[src/rtl/cmd_irq_pkg.sv]
package cmd_irq_pkg;
  typedef enum logic [1:0] {
    CT_I   = 2'd0,
    CT_II  = 2'd1,
    CT_III = 2'd2,
    CT_IV  = 2'd3
  } cmdType_e;

  // strobes from control to datapath
  typedef struct packed {
    logic loadCond;
    logic clearCond;
    logic setWp;
    logic clearWp;
  } dpStb_t;
endpackage

[src/rtl/cmd_irq_sync.sv]
module cmd_irq_sync #(
  parameter int STAGES = 2
) (
  input  logic clk,
  input  logic rstN,
  input  logic din,
  output logic lvl,
  output logic rise,
  output logic fall
);
  logic [STAGES-1:0] sh;
  logic prev;

  always_ff @(posedge clk) begin
    if (!rstN) begin
      sh   <= '0;
      prev <= 1'b0;
    end else begin
      sh   <= {sh[STAGES-2:0], din};
      prev <= sh[STAGES-1];
    end
  end

  assign lvl  = sh[STAGES-1];
  assign rise = lvl & ~prev;
  assign fall = ~lvl & prev;
endmodule

[src/rtl/cmd_irq_dp.sv]
module cmd_irq_dp
  import cmd_irq_pkg::*;
#(
  parameter int CMD_W       = 8,
  parameter int SYNC_STAGES = 2,
  parameter int COND_W      = 3
) (
  input  logic             clk,
  input  logic             rstN,
  input  logic [CMD_W-1:0] cmdData,
  input  logic             drvReady,
  input  logic             idxPulse,
  input  dpStb_t           stb,
  output cmdType_e         cmdType,
  output logic             isWrite,
  output logic             readyNow,
  output logic             evtHit,
  output logic             wpStat
);
  localparam int NIB_LO = CMD_W - 4;
  localparam int N_IN   = 2;

  logic [3:0]        nib;
  logic [N_IN-1:0]   asyncIn, lvl, rise, fall;
  logic [COND_W-1:0] cond;

  assign nib     = cmdData[CMD_W-1:NIB_LO];
  assign asyncIn = {idxPulse, drvReady};

  for (genvar gi = 0; gi < N_IN; gi++) begin : g_sync
    cmd_irq_sync #(.STAGES(SYNC_STAGES)) i_sync (
      .clk (clk),
      .rstN(rstN),
      .din (asyncIn[gi]),
      .lvl (lvl[gi]),
      .rise(rise[gi]),
      .fall(fall[gi])
    );
  end

  always_comb begin
    if (!nib[3])                 cmdType = CT_I;
    else if (!nib[2])            cmdType = CT_II;
    else if (nib == 4'b1101)     cmdType = CT_IV;
    else                         cmdType = CT_III;
  end

  assign isWrite  = (nib[3:1] == 3'b101) || (nib == 4'b1111);
  assign readyNow = lvl[0];
  assign evtHit   = (cond[0] & rise[0]) | (cond[1] & fall[0]) | (cond[2] & rise[1]);

  always_ff @(posedge clk) begin
    if (!rstN) begin
      cond   <= '0;
      wpStat <= 1'b0;
    end else begin
      if (stb.loadCond)       cond <= cmdData[COND_W-1:0];
      else if (stb.clearCond) cond <= '0;
      if (stb.setWp)          wpStat <= 1'b1;
      else if (stb.clearWp)   wpStat <= 1'b0;
    end
  end
endmodule

[src/rtl/cmd_irq_ctl.sv]
module cmd_irq_ctl
  import cmd_irq_pkg::*;
(
  input  logic       clk,
  input  logic       rstN,
  input  logic       cmdWr,
  input  logic       statRd,
  input  logic       doneStb,
  input  logic       wrProtN,
  input  logic       immBit,
  input  cmdType_e   cmdType,
  input  logic       isWrite,
  input  logic       readyNow,
  input  logic       evtHit,
  output dpStb_t     stb,
  output logic       busy,
  output logic       intrq,
  output logic       acceptStb,
  output logic [1:0] acceptType,
  output logic       abortReq
);
  logic wrTake, isFi, needRdy, refuseRdy, refuseWp, start, doneEvt;
  logic setIrq, clrIrq, immHold;

  always_comb begin
    wrTake    = cmdWr && (!busy || cmdType == CT_IV);
    isFi      = wrTake && cmdType == CT_IV;
    needRdy   = cmdType == CT_II || cmdType == CT_III;
    refuseRdy = wrTake && needRdy && !readyNow;
    refuseWp  = wrTake && needRdy && readyNow && isWrite && !wrProtN;
    start     = wrTake && !isFi && !refuseRdy && !refuseWp;
    doneEvt   = doneStb && busy && !isFi;
    setIrq    = doneEvt || refuseRdy || refuseWp || evtHit || (isFi && immBit);
    clrIrq    = statRd || wrTake;
    stb.loadCond  = isFi;
    stb.clearCond = wrTake && !isFi;
    stb.setWp     = refuseWp;
    stb.clearWp   = wrTake && !refuseWp;
  end

  always_ff @(posedge clk) begin
    if (!rstN) begin
      busy       <= 1'b0;
      intrq      <= 1'b0;
      immHold    <= 1'b0;
      acceptStb  <= 1'b0;
      acceptType <= 2'd0;
      abortReq   <= 1'b0;
    end else begin
      if (start)                busy <= 1'b1;
      else if (isFi || doneEvt) busy <= 1'b0;
      if (isFi && immBit) immHold <= 1'b1;
      intrq      <= setIrq || immHold || (intrq && !clrIrq);
      acceptStb  <= start || isFi;
      acceptType <= cmdType;
      abortReq   <= isFi && busy;
    end
  end
endmodule

[src/rtl/cmd_irq_ctrl.sv]
module cmd_irq_ctrl
  import cmd_irq_pkg::*;
#(
  parameter int CMD_W       = 8,
  parameter int SYNC_STAGES = 2
) (
  input  logic             clk,
  input  logic             rstN,
  input  logic             cmdWr,
  input  logic [CMD_W-1:0] cmdData,
  input  logic             statRd,
  input  logic             doneStb,
  input  logic             drvReady,
  input  logic             idxPulse,
  input  logic             wrProtN,
  output logic             busy,
  output logic             intrq,
  output logic             wpStat,
  output logic             acceptStb,
  output logic [1:0]       acceptType,
  output logic             abortReq
);
  dpStb_t   stb;
  cmdType_e cmdType;
  logic     isWrite, readyNow, evtHit;

  cmd_irq_dp #(.CMD_W(CMD_W), .SYNC_STAGES(SYNC_STAGES)) i_dp (
    .clk(clk), .rstN(rstN), .cmdData(cmdData), .drvReady(drvReady),
    .idxPulse(idxPulse), .stb(stb), .cmdType(cmdType), .isWrite(isWrite),
    .readyNow(readyNow), .evtHit(evtHit), .wpStat(wpStat)
  );

  cmd_irq_ctl i_ctl (
    .clk(clk), .rstN(rstN), .cmdWr(cmdWr), .statRd(statRd),
    .doneStb(doneStb), .wrProtN(wrProtN), .immBit(cmdData[3]),
    .cmdType(cmdType), .isWrite(isWrite), .readyNow(readyNow),
    .evtHit(evtHit), .stb(stb), .busy(busy), .intrq(intrq),
    .acceptStb(acceptStb), .acceptType(acceptType), .abortReq(abortReq)
  );
endmodule

[config.mk]
export PLATFORM = sky130hd
export DESIGN_NAME = cmd_irq_ctrl
export DESIGN_NICKNAME = d
export VERILOG_FILES = /design/src/rtl/cmd_irq_pkg.sv /design/src/rtl/cmd_irq_sync.sv /design/src/rtl/cmd_irq_dp.sv /design/src/rtl/cmd_irq_ctl.sv /design/src/rtl/cmd_irq_ctrl.sv
export SDC_FILE = /design/constraint.sdc
export NUM_CORES = 1
export LEC_CHECK = 0
export BUFFER_PORTS_ARGS = -buffer_cell sky130_fd_sc_hd__buf_2
export CORE_MARGIN = 2
export CORE_UTILIZATION = 50
export CTS_CLUSTER_DIAMETER = 50
export DETAILED_ROUTE_END_ITERATION = 10
export PLACE_DENSITY = 0.89
export SETUP_SLACK_MARGIN = 0.5
export SKIP_CTS_REPAIR_TIMING = 1
export SYNTH_ARGS = -nofsm -noshare
export SYNTH_HDL_FRONTEND = slang
export SYNTH_SLANG_ARGS = --single-unit
[constraint.sdc]
create_clock -name clk -period 3.3 [get_ports clk]
set_input_delay 0.165 -clock clk [delete_from_list [all_inputs] [get_ports clk]]
set_output_delay 0.165 -clock clk [all_outputs]
set_load 0.02 [all_outputs]
# Word-level counts from Yosys, hierarchy flattened

Cells that the tools add are included.

Equality and inequality tests: 6
Mux-type cells: 9
Bitwise gates (word level): 11
Reduce and logical (&&, ||, !) cells: 38

Operator list:

| cell                                                | number |
|---|---|
| logical AND 1 bit                                   | 16 |
| logical OR 1 bit                                    | 12 |
| equality test 4 bit, second input constant          | 2 |
| logical NOT 1 bit                                   | 7 |
| bitwise AND 1 bit                                   | 6 |
| two-way mux 3 bit                                   | 2 |
| nonzero test 2 bit                                  | 3 |
| two-way mux 1 bit                                   | 5 |
| equality test 2 bit, second input constant          | 2 |
| two-way mux 2 bit                                   | 2 |
| equality test 3 bit, second input constant          | 1 |
| inverter 1 bit                                      | 3 |
| equality test 2 x 1 -> 1 bit, second input constant | 1 |
| OR 1 bit                                            | 2 |

Flip-flop bits (word level): 17
Bits of input ports: 16

# Depth between registers and ports, before layout

Depth in word-level cells: 16
Gate-level depth with buffers: 8
Mapped depth without buffers: 7

# Cells and area by module

From an unflattened synthesis, not the netlist that was laid out.

Cells, all modules: 72
Area total of the unflattened synthesis: 716.9 sq um

By module, submodules not included:

| module       | instances | cells an instance | area each (sq um) | sequential area each (sq um) |
|---|---|---|---|---|
| cmd_irq_ctl  | 1         | 36                | 330.3             | 140.1 |
| cmd_irq_dp   | 1         | 20                | 203.9             | 80.1 |
| cmd_irq_sync | 2         | 8                 | 91.3              | 60.1 |

# Least setup slack after synthesis

OpenSTA, ideal clock, no wires.

Kind: input to register
From: input cmdData[5]
To: register i_ctl.intrq
Library setup time: 0.115 ns
Data arrival time: 1.361 ns
Required time: 3.185 ns
Setup slack: 1.824 ns
Stages on the path: 7
Path buffers: 0
Cells stage by stage: nand2b_1 > a21boi_0 > ha_1 > and4b_1 > a21oi_2 > o2111ai_1 > and2_1

Longest elaborated chain between the ends: 16
Elaborated cells between the ends (all ways): 31
Classes of those cells: 6 x eq/ne; 3 x mux; 22 x reduce/logical

RTL lines:

| what                                                          | RTL line                                                | RTL |
|---|---|---|
| start: declaration                                            | cmd_irq_ctrl.sv:10                                      | `input logic [CMD_W-1:0] cmdData,` |
| equality test 4 bit (*)                                       | cmd_irq_dp.sv:44                                        | `else if (nib == 4'b1101) cmdType = CT_IV;` |
| two-way mux 1 bit (*)                                         | cmd_irq_dp.sv:44                                        |  |
| two-way mux 2 bit (*)                                         | cmd_irq_dp.sv:43                                        | `else if (!nib[2]) cmdType = CT_II;` |
| two-way mux 2 bit (*)                                         | cmd_irq_dp.sv:42                                        | `if (!nib[3]) cmdType = CT_I;` |
| via cmdType[0]                                                | cmd_irq_ctrl.sv:24                                      | `cmdType_e cmdType;` |
| equality test 2 bit                                           | cmd_irq_ctl.sv:26, cmd_irq_ctl.sv:27                    |  |
| logical OR 1 bit                                              | cmd_irq_ctl.sv:26                                       | `wrTake = cmdWr && (!busy \|\| cmdType == CT_IV);` |
| logical AND 1 bit                                             | cmd_irq_ctl.sv:26                                       |  |
| logical AND 1 bit (on tied branches)                          | cmd_irq_ctl.sv:27, cmd_irq_ctl.sv:29, cmd_irq_ctl.sv:30 |  |
| logical NOT 1 bit / logical AND 1 bit (equally long branches) | cmd_irq_ctl.sv:32, cmd_irq_ctl.sv:30                    |  |
| logical AND 1 bit (on tied branches)                          | cmd_irq_ctl.sv:32, cmd_irq_ctl.sv:30                    |  |
| logical OR 1 bit / logical AND 1 bit (equally long branches)  | cmd_irq_ctl.sv:33, cmd_irq_ctl.sv:30                    |  |
| logical OR 1 bit (3 in a row)                                 | cmd_irq_ctl.sv:33                                       | `setIrq = doneEvt \|\| refuseRdy \|\| refuseWp \|\| evtHit \|\| (isFi && immBit);` |
| logical OR 1 bit                                              | cmd_irq_ctl.sv:53                                       | `intrq <= setIrq \|\| immHold \|\| (intrq && !clrIrq);` |
| logical OR 1 bit (*)                                          | cmd_irq_ctl.sv:53                                       |  |
| end signal: assignment                                        | cmd_irq_ctl.sv:53                                       |  |
| end: declaration                                              | cmd_irq_ctl.sv:17                                       | `output logic intrq,` |

Mark *: on every way through the listed nets, which the timed path passes. The rest lies on a longest branch.
A chain may end at the register's enable or synchronous reset.

# Worst setup path after layout

Ends and elaborated chain as after synthesis.

==> results.yml <==
route:
  route.vias.total: 554
  wl_met3_um: 87
  drcViolationCount: 0
  avgRoutedWirePerCell_um: 11.8
  detailedRoute.firstPassIterationCount: 2
  drt-initial-drc-count: 7
  maxUsedRoutingLayer: "met4"
  postRouteWirelength_mm: 1.28
  met1_wire_length_um: 593
  avgViaCountPerCell: 5.13
  routed-wl-met2_um: 582
  antenna_violating_nets_post_route: 0
setup_path:
  worst_ep_arrival_time_ps: 1630
  startpoint: "cmdData[5]"
  critical_path.startpoint_type: "input pin"
  critical_path.max_fanout: 3
  setup.worst_path.class: "in -> reg"
  timing.rr.start: "i_ctl.busy"
  r2r_cells: 4
  regToRegSetupSlack_ps: 2130
  timing.critical_path.to_type: "flop"
  crit_reg_reg_endpoint: "i_ctl.intrq"
  required_time_at_the_endpoint_of_the_critical_path_ps: 3490
  critPathCapture: "i_ctl.intrq"
power_and_ir_drop:
  sequential_power_share: 0.578
  power.switching_uw: 94.9
  clock_group_share_of_total_power: 0.291
  switching_share: 0.253
  share_comb_of_total_power: 0.131
  p_leak_nw: 0.360
  power.density_cell_area_mw_per_mm2: 452
  internal_power_uw: 281
  ir_drop_worst_case_vdd_v: 0.000339
sta:
  grt_setup_unrepaired: "false"
  max_slew_margin: 0.780
  finalHoldViolations: 0
  final.setup.tns_ps: 0
  final_max_slew_viol_count: 0
  finalCriticalPeriod_ps: 1440
  worst_slack_ps: 1860
  max_slew.worst_pin.slew_ps: 331
  final_critical_path_share_of_the_clock_period: 0.437
  finalHoldWorstSlack_ps: 67.6
  setup_viol: 0
  fin_skew_ps: 2.27
  maxClockFrequency_ghz: 0.693
run:
  maxCapViolations: 0
global_route:
  grt_max_degree: 18
  first_global_vias: 471
  grt_antenna_before_repair: 0
  grt_overflow_total: 0
  groute.usage.overall: 0.176
  wire_length_of_the_first_global_routing_pass_mm: 1.89
cells_and_area:
  fin_nets: 111
  final_cell_count_no_fill: 108
  num_antenna_cells: 0
  post_route_cells_drive_above_1_share: 0.323
  area_growth_syn_to_layout_pct: 19.2
  fin_area_sq_um: 831
floorplanning:
  die_w_um: 41.3
  floorplan.rows: 13
  design.portCount: 23
  start_util: 0.536
  core-area_sq_mm: 0.00130
  dieArea_sq_mm: 0.00171
  die_height_um: 41.3
clock_tree:
  clk_root_buffer_cell: "clkbuf_4"
  clock_sink_count: 17
  clk-insertion-delay-late_ps: 290
  cts-htree-levels: 1
  tritoncts_clock_tree: "yes"
  clk_pin_slew_worst_paths_ps: 100
  clock_tree.buffer_depth: 2
  tritoncts.num_buffers: 3
hold_path:
  min_delay_src: "drvReady"
  hp-class: "in -> reg"
logic_synthesis:
  synthDistinctLibCells: 27
  synth_flop_cell: "dfxtp_1"
  async_flop_share: 0
  seq_area_frac_synth: 0.488
  syn_area_sq_um: 697
  post_synth.cell_area_avg_sq_um: 9.96
  synth_fp_nets: 87
  count_of_flip_flops_with_a_built_in_enable_after_synthesis: 0
  synth-seq-cells: 17
  synth_cells: 70
  ys.warnings.count: 0
placement:
  io_buffer_count: 22
  placedInstanceArea_sq_um: 803
  hpwl_um: 962
  place_worst_setup_slack_ps: 1560
  gpl.final_weighted_congestion: 0.728
  numPlacedInstances: 104
run_status:
  run_status: "completed"
worst min-delay path by stage:
| stage | slack, ps | endpoint | cells past startpoint |
|---|---|---|---|
| 2_1_floorplan | 290 | i_dp.g_sync[0].i_sync.sh[0] | 1 |
| 3_3_place_gp | 370 | i_dp.g_sync[0].i_sync.sh[0] | 2 |
| 3_5_place_dp | 370 | i_dp.g_sync[0].i_sync.sh[0] | 2 |
| 4_1_cts | 70 | i_dp.g_sync[0].i_sync.sh[0] | 2 |
| 5_1_grt | 50 | i_dp.g_sync[0].i_sync.sh[0] | 2 |
| 6_report | 70 | i_dp.g_sync[0].i_sync.sh[0] | 2 |
kinds of logic (layout without fill, tap and decap cells):
logic type,after synthesis,in the layout,synth area share
AO/OA/AOI/OAI,12,12,0.149
adder cells (fa/ha/maj),1,1,0.0180
AND/OR/NAND/NOR,36,36,0.307
buffers and inverters,4,27,0.0377
flip-flops,17,17,0.488
state kept, by name, indices dropped and copies added, names as in the netlist:
register and cells:
i_dp.cond 3, i_dp.g_sync.i_sync.prev 2, i_ctl.acceptType 2, i_ctl.intrq 1, i_dp.wpStat 1, i_ctl.immHold 1, i_ctl.abortReq 1, i_dp.g_sync.i_sync.sh 4
i_ctl.busy 1, i_ctl.acceptStb 1
layer usage:
| layer | global-route usage | vias up |
|---|---|---|
| met3 | 0.0479 | 4 |
| met5 | 0 | - |
| li1 | - | 286 |
| met2 | 0.277 | 22 |
| met1 | 0.215 | 242 |
| met4 | 0.0968 | 0 |
layout make-up:
class / count / area, sq um
fillers: 120 / 470
repair buffers: 22 / 110
clock buffers: 3 / 22.5
inverters: 1 / 3.75
flip-flops and latches: 17 / 340
clock inverters: 1 / 5.00
well taps: 15 / 18.8
multi-input cells: 49 / 330
critical path: stages:
cell and delay [ps]:
buf_2 100, nand2b_1 130, a21boi_0 260, ha_1 290, and4b_1 230, a21oi_2 170
o2111ai_1 110, and2_1 180
cells in the final DEF, fill, tap and decap left out, types with 2 or more instances in the layout:
cell type,n
dfxtp_1,17
nand3b_1,3
nand3_1,4
and2_1,9
buf_2,22
nand2b_1,2
a21boi_0,5
nor2_1,3
nor2b_1,2
nand2_1,7
clkbuf_4,3
stage by stage:
stage	utilization	total power [mW]
6_report	0.638	0.376
5_1_grt	0.638	0.394
4_1_cts	0.638	0.377
3_5_place_dp	0.617	0.271
3_3_place_gp	0.617	0.269
2_1_floorplan	-	0.253
power by group through the flow:
stage	sequential [mW]	combinational, mW	clock (mW)
global placement	0.222	0.0476	0
finish	0.217	0.0491	0.109
CTS	0.217	0.0495	0.111
detailed placement	0.222	0.0492	0
global route	0.218	0.0546	0.121
floorplan	0.227	0.0267	0
synthesized netlist by cell type (2+ instances only):
cell | n | area, sq um
and2_1 | 9 | 56.3
nand2_1 | 7 | 26.3
nor2_1 | 3 | 11.3
nor2b_1 | 2 | 12.5
dfxtp_1 | 17 | 340
nand2b_1 | 2 | 12.5
nand3_1 | 4 | 20.0
a21boi_0 | 5 | 37.5
nand3b_1 | 3 | 22.5
Note: power is estimated with default switching activity, not from simulation.
